## src/rtl/resmul_modred.sv

```systemverilog
module resmul_modred #(
   parameter int unsigned W = 32,
   parameter int unsigned K = 3
) (
   input  logic [W-1:0] val_i,
   output logic [K-1:0] res_o
);
   localparam int unsigned N  = (W + K - 1) / K;
   localparam int unsigned PW = N * K;
   localparam int unsigned SW = K + $clog2(N + 1);

   logic [PW-1:0] padded;
   logic [SW-1:0] acc;

   assign padded = PW'(val_i);

   always_comb begin
      acc = '0;
      for (int i = 0; i < N; i++) begin
         acc = acc + SW'(padded[i*K +: K]);
      end
      for (int f = 0; f < SW; f++) begin
         acc = SW'(acc[K-1:0]) + (acc >> K);
      end
      res_o = (acc[K-1:0] == {K{1'b1}}) ? '0 : acc[K-1:0];
   end
endmodule

```

## src/rtl/resmul_respred.sv

```systemverilog
module resmul_respred #(
   parameter int unsigned OPW = 16,
   parameter int unsigned K   = 3
) (
   input  logic [OPW-1:0] opa_i,
   input  logic [OPW-1:0] opb_i,
   output logic [K-1:0]   res_o
);
   logic [K-1:0]   ra;
   logic [K-1:0]   rb;
   logic [2*K-1:0] rprod;

   resmul_modred #(.W(OPW), .K(K)) u_red_a (.val_i(opa_i), .res_o(ra));
   resmul_modred #(.W(OPW), .K(K)) u_red_b (.val_i(opb_i), .res_o(rb));

   assign rprod = (2*K)'(ra) * (2*K)'(rb);

   resmul_modred #(.W(2*K), .K(K)) u_red_p (.val_i(rprod), .res_o(res_o));
endmodule

```

## config.mk

```make
export PLATFORM = sky130hd
export DESIGN_NAME = resmul_respred
export DESIGN_NICKNAME = d
export VERILOG_FILES = /design/src/rtl/resmul_modred.sv /design/src/rtl/resmul_respred.sv
export SDC_FILE = /design/constraint.sdc
export NUM_CORES = 1
export LEC_CHECK = 0
export BUFFER_PORTS_ARGS = -buffer_cell sky130_fd_sc_hd__buf_4
export CORE_ASPECT_RATIO = 1.25
export CORE_MARGIN = 10
export CORE_UTILIZATION = 40
export DETAILED_ROUTE_END_ITERATION = 8
export SETUP_SLACK_MARGIN = 0.4
export SLEW_MARGIN = 20
export SYNTH_ARGS = -nofsm -noshare
export SYNTH_HDL_FRONTEND = slang
export SYNTH_HIERARCHICAL = 1
export SYNTH_SLANG_ARGS = --single-unit
```

## constraint.sdc

```tcl
create_clock -name vclk -period 16.3
set_input_delay 0.815 -clock vclk [all_inputs]
set_output_delay 0.815 -clock vclk [all_outputs]
set_load 0.02 [all_outputs]
```

==> reports/results.ini, run 1 <==
[timing]
setup_violations = 0
fin_crit_ps = 12690
setup_tns_ps = 0
hold_viol = 0
max_slew.worst_pin.slew_ps = 289
setup_slack_ps = 3610
drv_slew = 0
slew_headroom_pct = 80.6
grt_setup_unrepaired = false
fmax_mhz = 78.8
min_period_over_period_pct = 77.9

[final_layout]
mostFrequentLayoutCells = ha_1, inv_1, buf_4
final_cell_area_sq_mm = 0.00233
seq_cells = 0
fin_util_pct = 48.8
syn2layout_area_growth_pct = 17.0
final_common_cell = ha_1
diodes = 0
nNetsFinal = 336
nClkBuffers = 0
ff_latch_area_sq_um = 0
drive_above_1_share_pct = 19.6

[setup_path]
critical_path.most_common_cell = ha_1
cp.required_ps = 15490
critPathMaxFanout = 4
slowest_delay_ps = 550
worstSetupPathType = in -> out
slowest_stage = fa_1
endpoint_kind = output port
crit_path_start_kind = input pin
arrival_ps = 11880

[clock_network]
postCtsSetupBuffers = 0
postCtsHoldBufs = 0
cts-resized-gates = 0

[grt]
grt_pass1_vias = 1359
grt_max_degree = 5
antenna_found_initial = 0
track_usage_pct = 6.87
grt-ovfl-total = 0
grt_pass1_wl_mm = 5.29

[die]
start_util_pct = 41.8
fp.dieH_microns = 98.8
ios = 35
rows = 28
die_x_microns = 83.1
coreArea_sq_mm = 0.00476
dieArea_sq_mm = 0.00821

[place]
dpl_cell_area_sq_mm = 0.00233
place_ws_ps = 3510
place_congestion = 0.740
hpwl_mm = 2.71
port_buffers = 35

[logic_synthesis]
yosysUniqueCellTypes = 24
synthesis.nets = 299
yosysWarnings = 6
postSynthAreaPerCell_sq_um = 10.5
syn_inst = 190
syn_area_sq_mm = 0.00199
synth.yosys.seq_area_share_pct = 0

[run]
maxCapViolations = 0

[run_status]
status = finished, final reports clean

[drt]
routed_wl_mm = 2.72
route.detailed.drc = 0
via_count = 1308
wl_per_cell_microns = 9.53
drt_iter0_markers = 10
viasPerCell = 4.59
dr.pass1.iters = 4
postRouteAntennaNets = 0

[worst_hold_path]
hp-class = in -> out

==> per-stage QoR <==
stage	hold slack, ps	cells
after floorplan	3580	190
after global placement	4040	285
after detailed placement	4000	285
after CTS	4000	285
after global routing	4190	285
final	3950	285
==> logic make-up after synthesis <==
logic type | share of synthesized area [%]
AO/OA/AOI/OAI | 8.36
XOR/XNOR | 19.1
adder cells (fa/ha/maj) | 57.1
buffers and inverters | 7.55
AND/OR/NAND/NOR | 7.92
==> Yosys cell counts, drive strengths merged <==
library cell,instances,share of area [%]
a21boi,9,3.8
a21o,8,3.1
a21oi,3,0.75
and2,9,2.8
and3,9,2.9
fa,23,23
ha,54,34
inv,40,7.5
nand2,4,0.75
nand3,1,0.25
nor2,3,0.57
nor2b,2,0.63
o21a,2,0.75
xnor2,7,3.1
xnor3,9,11
xor2,4,1.8
xor3,3,3.6
==> layer usage <==
layer	track usage, %	up-vias	share of wire, %
met1	8.20	590	43
met4	0	0	0
met5	0	-	0
met2	13.6	14	55
li1	-	704	-
met3	0.494	0	2.5
==> worst max-delay path, delay by kind of cell <==
kind	cells	cell delay, ps
adder cells (fa/ha/maj)	21	5690
AO/OA/AOI/OAI	8	1330
XOR/XNOR	10	2720
buffers and inverters	7	460
AND/OR/NAND/NOR	5	840
==> final timing paths <==
check	startpoint	end	slack, ps	cells past startpoint
setup / recovery	opb_i[2]	res_o[2]	3610	51
hold / removal	opb_i[15]	res_o[2]	3950	18
==> area by class of cell <==
type / count / area, sq um
tap: 60 / 75.1
inverter: 40 / 150
fill: 474 / 2440
multi-input combinational: 150 / 1840
timing repair buffer: 35 / 263
Power of run 1 is left out: the tool's default activity adds up to more than one toggle a clock period on the data nets, which glitch-free logic cannot reach.
==> run 2, diff against run 1 <==
==> constraint.sdc (replaced) <==
create_clock -name vclk -period 12.3
set_input_delay 0.615 -clock vclk [all_inputs]
set_output_delay 0.615 -clock vclk [all_outputs]
set_load 0.02 [all_outputs]
==> reports/results.ini, run 2 (same netlist as run 1, synthesis figures left out) <==
[worst_hold_path]
min_to = res_o[2]  ; unchanged
hp-class = in -> out  ; unchanged
min_path_cells = 17  ; was 18
hold_start = opa_i[15]  ; was opb_i[15]

[place]
place_congestion = 0.708  ; was 0.740
hpwl_mm = 2.84  ; was 2.71 mm
port_buffers = 35  ; unchanged

[final_layout]
nNetsFinal = 349  ; was 336
final_common_cell = buf_4  ; was ha_1
ff_latch_area_sq_um = 0  ; unchanged
nClkBuffers = 0  ; unchanged
syn2layout_area_growth_pct = 40.6  ; was 17.0%
fin_util_pct = 58.7  ; was 48.8%
diodes = 0  ; unchanged
mostFrequentLayoutCells = buf_4, inv_1, ha_1  ; was ha_1, inv_1, buf_4
seq_cells = 0  ; unchanged
drive_above_1_share_pct = 46.2  ; was 19.6%

[grt]
grt_pass1_vias = 1423  ; was 1359
track_usage_pct = 7.20  ; was 6.87%
grt_max_degree = 4  ; was 5
antenna_found_initial = 0  ; unchanged
grt_pass1_wl_mm = 5.51  ; was 5.29 mm
grt-ovfl-total = 0  ; unchanged

[setup_path]
arrival_ps = 10960  ; was 11880 ps
slowest_stage = fa_1  ; unchanged
critical_path.most_common_cell = ha_4  ; was ha_1
endpoint_kind = output port  ; unchanged
crit_path_start_kind = input pin  ; unchanged
cp.required_ps = 11690  ; was 15490 ps
critPathMaxFanout = 3  ; was 4
slowest_delay_ps = 540  ; was 550 ps
crit_path_start = opb_i[8]  ; was opb_i[2]
worstSetupPathType = in -> out  ; unchanged

[timing]
max_slew.worst_pin.slew_ps = 201  ; was 289 ps
grt_setup_unrepaired = true  ; was false
drv_slew = 0  ; unchanged
slew_headroom_pct = 86.6  ; was 80.6%
fmax_mhz = 86.4
hold_viol = 0  ; unchanged
min_period_over_period_pct = 94.1
setup_violations = 0  ; unchanged
fin_crit_ps = 11580

[drt]
wl_per_cell_microns = 10.8  ; was 9.53 microns
dr.pass1.iters = 2  ; was 4
postRouteAntennaNets = 0  ; unchanged
via_count = 1408  ; was 1308
drt_iter0_markers = 6  ; was 10
routed_wl_mm = 3.23  ; was 2.72 mm
route.detailed.drc = 0  ; unchanged
viasPerCell = 4.72  ; was 4.59

[die]
start_util_pct = 41.8  ; unchanged
rows = 28  ; unchanged
fp.dieH_microns = 98.8  ; unchanged
coreArea_sq_mm = 0.00476  ; unchanged
die_x_microns = 83.1  ; unchanged
ios = 35  ; unchanged
dieArea_sq_mm = 0.00821  ; unchanged

[clock_network]
postCtsHoldBufs = 0  ; unchanged

[run_status]
status = finished, final reports clean  ; unchanged

[run]
maxCapViolations = 0  ; unchanged

-- run 2: cell count changes in the layout (fill, tap and decap cells not counted), moves of 4 or more --
cell / previous run / this run
inv_2: 0 / 5
inv_1: 40 / 35
ha_4: 0 / 19
ha_1: 54 / 28
ha_2: 0 / 7
and3_4: 0 / 5
and3_1: 8 / 4
buf_4: 35 / 45
-- run 2: worst max-delay path, delay by kind of cell --
kind                     cells  cell delay [ps]
XOR/XNOR                     9             2250
AO/OA/AOI/OAI                8             1470
adder cells (fa/ha/maj)     21             5320
buffers and inverters        7              410
AND/OR/NAND/NOR              7              890
-- run 2: worst max-delay path by stage --
stage	end	slack, ps	cells after the start
after CTS	res_o[2]	410	50
after global routing	res_o[2]	320	52
after detailed placement	res_o[1]	-30	51
after floorplan	res_o[0]	390	49
after global placement	res_o[2]	90	51
final	res_o[2]	720	52
-- run 2: repair_timing --
item	CTS	global route
pin swaps	11	38
buffers inserted	4	6
resized for setup	14	60
endpoints found under the setup margin	3	3
-- run 2: layout make-up --
| cell class | count | area (sq um) |
|---|---|---|
| Inverter | 40 | 150 |
| Multi-Input combinational cell | 150 | 2200 |
| Timing Repair Buffer | 48 | 372 |
| Fill cell | 433 | 1970 |
| Tap cell | 60 | 75.1 |
-- run 2: per-layer routing --
layer  share of wire, %  global-route usage [%]
met5                  0                       0
met4                  0                       0
met3                2.1                   0.494
met2                 57                    14.6
met1                 40                    8.31
-- run 2: per-stage QoR --
stage	area [sq um]	worst slack [ps]	TNS (ps)	std cells	hold slack (ps)
after detailed placement	2350	-31.8	-77.5	288	3620
after global placement	2350	92.0	0	288	3600
final	2800	723	0	298	3740
after floorplan	1990	392	0	190	3180
after CTS	2440	407	0	292	3670
after global routing	2800	320	0	298	3900
Power of run 2 is left out for the same reason.
==> run 3, diff against run 2 <==
--- a/config.mk
+++ b/config.mk
@@ -8,7 +8,7 @@
 export BUFFER_PORTS_ARGS = -buffer_cell sky130_fd_sc_hd__buf_4
 export CORE_ASPECT_RATIO = 1.25
 export CORE_MARGIN = 10
-export CORE_UTILIZATION = 40
+export CORE_UTILIZATION = 35
 export DETAILED_ROUTE_END_ITERATION = 8
 export SETUP_SLACK_MARGIN = 0.4
 export SLEW_MARGIN = 20
==> reports/results.ini, run 3 (same netlist as run 1, synthesis figures left out) <==
[final_layout]
seq_cells = 0  ; unchanged
mostFrequentLayoutCells = buf_4, inv_1, ha_1  ; unchanged
drive_above_1_share_pct = 42.1  ; was 46.2%
syn2layout_area_growth_pct = 36.7  ; was 40.6%
nClkBuffers = 0  ; unchanged
final_common_cell = buf_4  ; unchanged
num-fill-cells = 529  ; was 433
fin_util_pct = 49.6  ; was 58.7%
diodes = 0  ; unchanged
nNetsFinal = 351  ; was 349
final_cells = 304  ; was 298
ff_latch_area_sq_um = 0  ; unchanged

[run_status]
status = finished, final reports clean  ; unchanged

[setup_path]
slowest_delay_ps = 580  ; was 540 ps
critical_path.most_common_cell = ha_4  ; unchanged
endpoint_kind = output port  ; unchanged
worstSetupPathType = in -> out  ; unchanged
critPathMaxFanout = 3  ; unchanged
cp.required_ps = 11690  ; about the same
crit_path_start_kind = input pin  ; unchanged
slowest_stage = fa_2  ; was fa_1
arrival_ps = 10870  ; was 10960 ps

[place]
place_inst = 292  ; was 288
port_buffers = 35  ; unchanged
hpwl_mm = 2.92  ; was 2.84 mm
place_congestion = 0.713  ; was 0.708

[worst_hold_path]
hold_start = opb_i[15]  ; was opa_i[15]
hp-class = in -> out  ; unchanged
min_path_cells = 18  ; was 17
min_to = res_o[2]  ; unchanged

[timing]
hold_viol = 0  ; unchanged
slew_headroom_pct = 86.1  ; was 86.6%
drv_slew = 0  ; unchanged
grt_setup_unrepaired = false  ; was true
setup_violations = 0  ; unchanged
fmax_mhz = 87.1  ; was 86.4 MHz
setup_tns_ps = 0  ; unchanged
min_period_over_period_pct = 93.4  ; was 94.1%
fin_crit_ps = 11480  ; was 11580 ps
max_slew.worst_pin.slew_ps = 207  ; was 201 ps
hold_slack_ps = 3700  ; was 3740 ps

[grt]
grt_pass1_wl_mm = 5.73  ; was 5.51 mm
grt-busiest-layer = met2  ; unchanged
use_met2_pct = 14.1  ; was 14.6%
grtUsageMet3_pct = 0.940  ; was 0.494%
grt_max_degree = 4  ; unchanged
met1_usage_pct = 7.21  ; was 8.31%
grt_pass1_vias = 1500  ; was 1423
grt-ovfl-total = 0  ; unchanged
track_usage_pct = 6.85  ; was 7.20%
antenna_found_initial = 0  ; unchanged

[drt]
wl_per_cell_microns = 10.9  ; was 10.8 microns
route.detailed.drc = 0  ; unchanged
viasPerCell = 4.69  ; was 4.72
dr.pass1.iters = 4  ; was 2
postRouteAntennaNets = 0  ; unchanged
drt_iter0_markers = 9  ; was 6
via_count = 1427  ; was 1408
routed_wl_mm = 3.33  ; was 3.23 mm

[die]
dieArea_sq_mm = 0.00912  ; was 0.00821 sq mm
rows = 30  ; was 28
ios = 35  ; unchanged
die_x_microns = 87.4  ; was 83.1 microns
coreArea_sq_mm = 0.00548  ; was 0.00476 sq mm
fp.dieH_microns = 104  ; was 98.8 microns
start_util_pct = 36.3  ; was 41.8%

[clock_network]
postCtsHoldBufs = 0  ; unchanged

[run]
maxCapViolations = 0  ; unchanged

==> run 3: layer usage <==
layer  up-vias  wire, microns
met5         -              0
met2        15           1930
met3         0            158
met1       678           1240
met4         0              0
li1        734              -
==> run 3: worst max path at each step <==
stage                   from        to  slack (ps)  cells past startpoint
floorplan           opb_i[2]  res_o[0]         390                     49
global placement    opb_i[2]  res_o[2]         160                     51
detailed placement  opb_i[2]  res_o[2]          40                     51
CTS                 opa_i[2]  res_o[2]         410                     52
global route        opa_i[8]  res_o[2]         380                     50
finish              opa_i[8]  res_o[0]         820                     51
==> run 3: metrics by stage <==
step / setup slack [ps] / area (sq um)
final: 816 / 2720
after global routing: 380 / 2720
after CTS: 409 / 2510
after detailed placement: 35.5 / 2350
after global placement: 165 / 2350
after floorplan: 392 / 1990
==> run 3: area by class of cell <==
| cell class | instances | area [sq um] | area share (%) |
|---|---|---|---|
| Multi-Input combinational cell | 150 | 2100 | 77.3 |
| Timing Repair Buffer | 50 | 387 | 14.2 |
| Inverter | 40 | 150 | 5.52 |
| Tap cell | 64 | 80.1 | 2.94 |
==> run 3: repair_timing <==
item | 4_1_cts | 5_1_grt
buffers inserted | 7 | 5
gates resized for setup | 23 | 34
pin swaps | 17 | 37
endpoints found under the setup margin | 3 | 3
==> run 3: worst max-delay path: cells and delay by family <==
kind,cells,cell delay (ps)
buffers and inverters,10,720
XOR/XNOR,8,1850
AND/OR/NAND/NOR,7,980
adder cells (fa/ha/maj),20,5720
AO/OA/AOI/OAI,6,990
Power of run 3 is left out for the same reason.
